**src/rtl/brpred_squash.sv**
```systemverilog
module brpred_squash #(
  parameter int AW          = 32,
  parameter int CNT_W       = 16,
  parameter int INSTR_BYTES = 4
) (
  input  logic             clk,
  input  logic             rst_n,
  input  logic             dec_valid,
  input  logic [AW-1:0]    dec_pc,
  input  logic [AW-1:0]    dec_target,
  input  logic             dec_hint,
  input  logic             dec_hint_en,
  input  logic             ex_valid,
  input  logic             ex_taken,
  output logic             pred_taken,
  output logic             redirect_valid,
  output logic [AW-1:0]    redirect_pc,
  output logic             squash_dec,
  output logic             squash_fet,
  output logic             spec_hold,
  output logic [CNT_W-1:0] miss_count
);

  logic             pend_q, pend_pred_q;
  logic [AW-1:0]    pend_pc_q, pend_tgt_q;
  logic [CNT_W-1:0] cnt_q;

  wire miss     = ex_valid && pend_q && (ex_taken != pend_pred_q);
  wire guess    = dec_hint_en ? dec_hint : (dec_target < dec_pc);
  wire dec_live = dec_valid && !miss;

  assign pred_taken     = dec_live && guess;
  assign squash_dec     = miss;
  assign squash_fet     = miss;
  assign redirect_valid = miss || pred_taken;
  assign redirect_pc    = miss ? (ex_taken ? pend_tgt_q : pend_pc_q + AW'(INSTR_BYTES))
                               : dec_target;
  assign spec_hold      = pend_q;
  assign miss_count     = cnt_q;

  always_ff @(posedge clk) begin
    if (!rst_n) begin
      pend_q      <= 1'b0;
      pend_pred_q <= 1'b0;
      pend_pc_q   <= '0;
      pend_tgt_q  <= '0;
    end else if (dec_live) begin
      pend_q      <= 1'b1;
      pend_pred_q <= guess;
      pend_pc_q   <= dec_pc;
      pend_tgt_q  <= dec_target;
    end else if (ex_valid && pend_q) begin
      pend_q      <= 1'b0;
    end
  end

  always_ff @(posedge clk) begin
    if (!rst_n)                  cnt_q <= '0;
    else if (miss && cnt_q != '1) cnt_q <= cnt_q + 1'b1;
  end

  AST_CNT_STEP: assert property (@(posedge clk) disable iff (!rst_n)
    (cnt_q != $past(cnt_q)) |-> (cnt_q == $past(cnt_q) + 1'b1));
  AST_CNT_SAT: assert property (@(posedge clk) disable iff (!rst_n)
    ($past(cnt_q) == '1) |-> (cnt_q == '1));
  AST_SQUASH_REDIRECT: assert property (@(posedge clk) disable iff (!rst_n)
    squash_dec |-> (redirect_valid && squash_fet && !pred_taken));
  AST_HOLD_CLEAR: assert property (@(posedge clk) disable iff (!rst_n)
    (ex_valid && spec_hold && !dec_valid) |=> !spec_hold);
  AST_NO_SQUASH_IDLE: assert property (@(posedge clk) disable iff (!rst_n)
    !spec_hold |-> !squash_dec);

endmodule

```
**config.mk**
```make
export PLATFORM = sky130hd
export DESIGN_NAME = brpred_squash
export DESIGN_NICKNAME = d
export VERILOG_FILES = /design/src/rtl/brpred_squash.sv
export SDC_FILE = /design/constraint.sdc
export NUM_CORES = 1
export LEC_CHECK = 0
export ABC_AREA = 1
export BUFFER_PORTS_ARGS = -buffer_cell sky130_fd_sc_hd__buf_4
export CAP_MARGIN = 10
export CORE_MARGIN = 2
export CORE_UTILIZATION = 49
export DETAILED_ROUTE_END_ITERATION = 16
export PLACE_DENSITY = 0.77
export SYNTH_ARGS = -nofsm -noshare
export SYNTH_HDL_FRONTEND = slang
export SYNTH_SLANG_ARGS = --single-unit
```
**constraint.sdc**
```tcl
create_clock -name clk -period 1.8 [get_ports clk]
set_input_delay 0.27 -clock clk [delete_from_list [all_inputs] [get_ports clk]]
set_output_delay 0.27 -clock clk [all_outputs]
set_load 0.01 [all_outputs]
```
==> results of run 1 <==
## cell usage in the layout (no fill, tap or decap), types with 10 or more instances in the layout
cell type / netlist / final
buf_4: 1 / 252
nand2_1: 180 / 157
a21oi_1: 102 / 77
nor2_1: 90 / 72
o21ai_0: 70 / 61
inv_1: 69 / 58
dfxtp_1: 82 / 58
a21oi_2: 0 / 25
ha_1: 33 / 25
nand3_1: 29 / 20
nand2_2: 3 / 20
buf_6: 0 / 20
dfxtp_2: 0 / 16
inv_2: 7 / 15
nor2_4: 4 / 15
o21ai_1: 9 / 12
nand4_1: 11 / 11
xor2_1: 10 / 10
## worst max-delay path, stage by stage (launching register included)
cell      delay (ps)
dfxtp_2          390
buf_4            150
nand3_2          130
inv_4            110
nand2_4           80
nor2_8           120
buf_4            120
nand4_1          140
or2_1            300
nand3_2           80
o211ai_1          80
nand2_1           80
buf_4            110
## timing repair
action | in CTS | in global routing
hold endpoints to repair | 0 | 0
cloned | 7 | 0
endpoints found under the setup margin | 41 | 87
buffers inserted | 15 | 22
resized for setup | 129 | 79
pin swaps | 40 | 52
## synth_stat cells, drive strengths merged, types with 2 or more instances
cell and number:
nor4 2, ha 33, o211ai 7, a31oi 4
nand2 184, o21bai 2, clkbuf 23, dfxtp 82
nand4 11, clkinv 2, or2 8, buf 14
nor3 15, nand3b 3, a21oi 102, nand3 34
o21ai 79, xor2 10, nor2 96, xnor2 7
inv 76
## worst paths after layout
check	start	to	slack, ps	depth (start not counted)
worst min register to register	pend_tgt_q[22]	pend_tgt_q[22]	460	2
worst max-delay path	pend_pc_q[3]	redirect_pc[25]	-720	12
worst max register to register	miss_count[0]	miss_count[10]	-40	10
worst min-delay path	dec_target[11]	pend_tgt_q[11]	150	3
## state kept, by name, indices dropped and copies added, names as in the netlist
register and flops:
miss_count 16, pend_pc_q 32, spec_hold 1, pend_tgt_q 32, pend_pred_q 1
## metrics by stage
| stage | area, um2 | cells | total power (uW) |
|---|---|---|---|
| finish | 8558 | 1201 | 4842 |
| global route | 8558 | 1201 | 5001 |
| CTS | 8120 | 1182 | 4629 |
| detailed placement | 7198 | 1144 | 3147 |
| global placement | 7198 | 1144 | 3126 |
| floorplan | 5283 | 799 | 2559 |
## layout make-up
class / count / area [um2]
clock buffer: 11 / 131.4
clock inverter: 5 / 55.05
fill: 603 / 1812
inverter: 78 / 302.8
multi-input combinational: 602 / 3740
sequential: 82 / 1692
tap: 136 / 170.2
timing repair buffer: 287 / 2467
## cell families after synthesis
logic type | synth area share (%)
and+or+nand+nor | 30.25
DFF | 31.15
AOI/OAI and AO/OA | 19.42
buffers and inverters | 8.523
adders and majority gates | 7.835
xor gates and xnor gates | 2.825
## per-layer routing
metal	GRT usage, %	wire length [um]	share of wire, %
met5	0	0	0
met2	57.46	10830	47
met4	16.30	1416	6.2
met3	6.477	2210	9.7
met1	42.17	8385	37
## report_power, final
part           internal (uW)  switching [uW]  leakage (uW)
Clock                    639             747     0.0000893
Sequential              1930             107      0.000686
Combinational            685             737       0.00325
==> results.cfg, run 1 <==
[yosys]
ys_top_cells_by_area = dfxtp_1 31%, nand2_1 13%, a21oi_1 9.7%
avgSynthCellArea_um2 = 6.596
synth_nets = 903
synth-edff-count = 0
yosys_warnings = 0
postSynthCellCount = 799
synthFlopType = dfxtp_1
yosys.area.top_type_share_pct = 31.15
synthArstFlopShare_pct = 0
yosysTopAreaCell = dfxtp_1
synth_cell_types = 41
netlist_area_um2 = 5270
ys_seq_elements = 82
ys_seq_area_share_pct = 31.15

[cts]
cts_buffers = 9
cts-root-buf = clkbuf_8
clockBufferDepth = 2
htreeDepth = 3
cts.clk_slew.worst_paths_ps = 90
cts_num_sinks = 82
hold_buffers = 0
cts_tree = built
worst_skew_pair.late_latency_ps = 360

[placed_design]
place_congestion = 0.9214
port_buffers = 123
place_ws_ps = -280.4
hpwlAfterDp_um = 11830

[critical_path]
setup.worst_path.start_class = flip-flop
arrival_ps = 2250
critPathKind = reg2out
endpoint_kind = output port
critPathMaxFanout = 3
critPathRequiredTime_ps = 1530

[global_routing]
grt.overflow.total = 0
grt_util_all_layers_pct = 34.28
grt_max_degree = 55
grt_pass1_vias = 6343
antenna_found_initial = 0
grt_pass1_wl_um = 31480

[floorplan]
rows = 37
die_y_um = 107.7
dieWidth_um = 107.7
io_pins = 124
dieArea_um2 = 11600
initial_core_util_pct = 50.82
core-area_um2 = 10370

[drt]
dr_total_vias = 7134
routedWlPerCell_um = 19.02
ant_nets = 0
drc = 0
dr.pass1.iters = 6
drt-total-wl_um = 22840
avgViaCountPerCell = 5.940
drtIter0Drc = 741

[worst_hold_path]
worstHoldPathType = in2reg

[timing]
fin_hold_ws_ps = 152.4
finalCritPeriodShare_pct = 140.0
finalHoldViolations = 0
fin_skew_ps = 9.844
timing.slew.headroom_pct = 64.17
min_period_ps = 2521
worstMarginPinSlew_ps = 537.5
setup_violations = 36
fin_tns_setup_ps = -16240
rsz0062_at_grt = yes
maxSlewViolCount = 0
fmax_mhz = 396.7
setup_slack_ps = -720.7

[layout]
post-route-util_pct = 82.53
layout-drive-gt1-share_pct = 44.04
num_antenna_cells = 0
synthToLayoutAreaGrowth_pct = 62.39
num-nets-final = 1164

[job]
drv_cap = 0

[power_and_ir_drop]
p_per_area_nw_per_um2 = 565.8
leakage_uw = 0.004026
ir_worst_vdd_uv = 425.1

[status]
violations = negative setup slack
outcome = complete, but fails checks
Note: power is estimated with default switching activity, not from simulation.
==> run 2: changes to the inputs <==
Settings changed: SKIP_CTS_REPAIR_TIMING from default to 1.
==> run 2 against run 1 <==
The flow still finishes with violations (negative setup slack). Clock power about the same. Non-clock buffer count down 15. Critical path type unchanged. Sequential power barely moved. Global-route usage fell by 6.2 points. Clock-buffer cell count unchanged. Critical endpoint is now redirect_pc[18].
==> results.cfg, run 2 (synthesis gave the netlist of run 1 again) <==
[status]
outcome = complete, but fails checks
violations = negative setup slack

[critical_path]
crit_family = simple AND/OR/NAND/NOR gates
crit_path_top_delay_cell = dfxtp_4
crit_top_cell = nand2_1
endpoint_kind = output port
ff2ff_path_depth = 8
critPathRequiredTime_ps = 1530
setup.worst_path.start_class = flip-flop
critPathKind = reg2out
critical_path.max_stage_delay_ps = 380
critPathMaxFanout = 4
arrival_ps = 2270
worstSetupPathDepth = 12
crit_path_cell_trace = ha_4, nand2_4, nor2_4, nand3_4, nor2_4, nand2_1, nor2_1, xor2_1, nand2_1, o211ai_1, nand2_1, buf_4
path_buf_inv = 1

[floorplan]
dieWidth_um = 107.7
rows = 37
core-area_um2 = 10370
dieArea_um2 = 11600
io_pins = 124
die_y_um = 107.7
initial_core_util_pct = 50.82

[cts]
htreeDepth = 3
cts_tree = built
worst_skew_pair.late_latency_ps = 370
cts-root-buf = clkbuf_8
clockBufferDepth = 2
cts_num_sinks = 82
cts.clk_slew.worst_paths_ps = 90
cts_buffers = 9

[worst_hold_path]
min_path_cells = 3
worstHoldPathType = in2reg

[timing]
rsz0062_at_grt = yes
finalHoldViolations = 0
fmax_mhz = 394.0
maxSlewViolCount = 0
setup_violations = 34
setup_slack_ps = -738.1
timing.slew.headroom_pct = 65.52
min_period_ps = 2538
worstMarginPinSlew_ps = 517.3
finalCritPeriodShare_pct = 141.0
fin_skew_ps = 9.868

[drt]
dr_total_vias = 6685
routedWlPerCell_um = 16.51
ant_nets = 0
drtIter0Drc = 677
dr.pass1.iters = 8
avgViaCountPerCell = 5.637
drc = 0
drt-total-wl_um = 19580

[global_routing]
grt_util_all_layers_pct = 28.13
grt_max_degree = 55
grt.overflow.total = 0
grt_pass1_vias = 5599
grt_pass1_wl_um = 26460
antenna_found_initial = 0

[placed_design]
hpwlAfterDp_um = 11830
dp_cells = 1144
port_buffers = 123
place_area_um2 = 7198
place_congestion = 0.9214

[job]
drv_cap = 0

[layout]
synthToLayoutAreaGrowth_pct = 55.03
num_antenna_cells = 0
fillCellCount = 681
multiInputGateArea_um2 = 3626
layout_commonest_cell = buf_4
post-route-util_pct = 78.79
fin_area_um2 = 8170
final_cell_mix = 253 x buf_4, 163 x nand2_1, 81 x a21oi_1
num-nets-final = 1149
regArea_um2 = 1684
final_cells = 1186
layout-drive-gt1-share_pct = 41.33

[power_and_ir_drop]
ir_worst_vdd_uv = 428.2
leakage_uw = 0.003818
p_per_area_nw_per_um2 = 574.9
## run 2: worst register-to-register path: stages, from the launching register on
cell and delay [ps]:
dfxtp_1 480, nand4_1 160, nor2_2 200, nand3_2 120, nand2_2 150, buf_4 160, nor3_2 50, a31oi_1 190
o21a_1 160
## run 2: worst paths after layout
| kind | from | endpoint | slack [ps] |
|---|---|---|---|
| hold / removal | dec_pc[0] | pend_pc_q[0] | 140 |
| setup reg to reg | miss_count[7] | miss_count[13] | 60 |
| hold reg to reg | pend_tgt_q[0] | pend_tgt_q[0] | 460 |
| setup / recovery | pend_pc_q[3] | redirect_pc[18] | -740 |
## run 2: metal layers
| metal | wire length [um] | track usage [%] | up-vias |
|---|---|---|---|
| met5 | 0 | 0 | - |
| met4 | 829 | 6.868 | 0 |
| met3 | 1789 | 4.298 | 100 |
| met2 | 9283 | 47.53 | 420 |
| met1 | 7675 | 37.55 | 3031 |
| li1 | - | - | 3134 |
## run 2: report_power, final
part           total, uW  switching, uW  leakage [uW]  internal (uW)
Combinational       1300            672       0.00304            630
Sequential          2020           92.1      0.000684           1930
Clock               1380            739     0.0000893            639
## run 2: layout make-up
cell class / count / share of cell area, %
flip-flops and latches: 82 / 20.61
inverters: 78 / 3.737
multi-input cells: 602 / 44.38
well taps: 136 / 2.083
clock buffers: 11 / 1.608
repair buffers: 272 / 26.91
clock inverters: 5 / 0.6738
## run 2: stage by stage
step / hold slack [ps] / power (uW) / TNS [ps] / worst slack (ps)
floorplan: 404.9 / 2559 / 0 / 2.576
global placement: 444.9 / 3126 / -3034 / -282.3
detailed placement: 447.8 / 3147 / -3419 / -280.4
CTS: 143.6 / 4469 / -14120 / -631.9
global route: 167.1 / 4868 / -16830 / -790.9
finish: 141.2 / 4698 / -14100 / -738.1
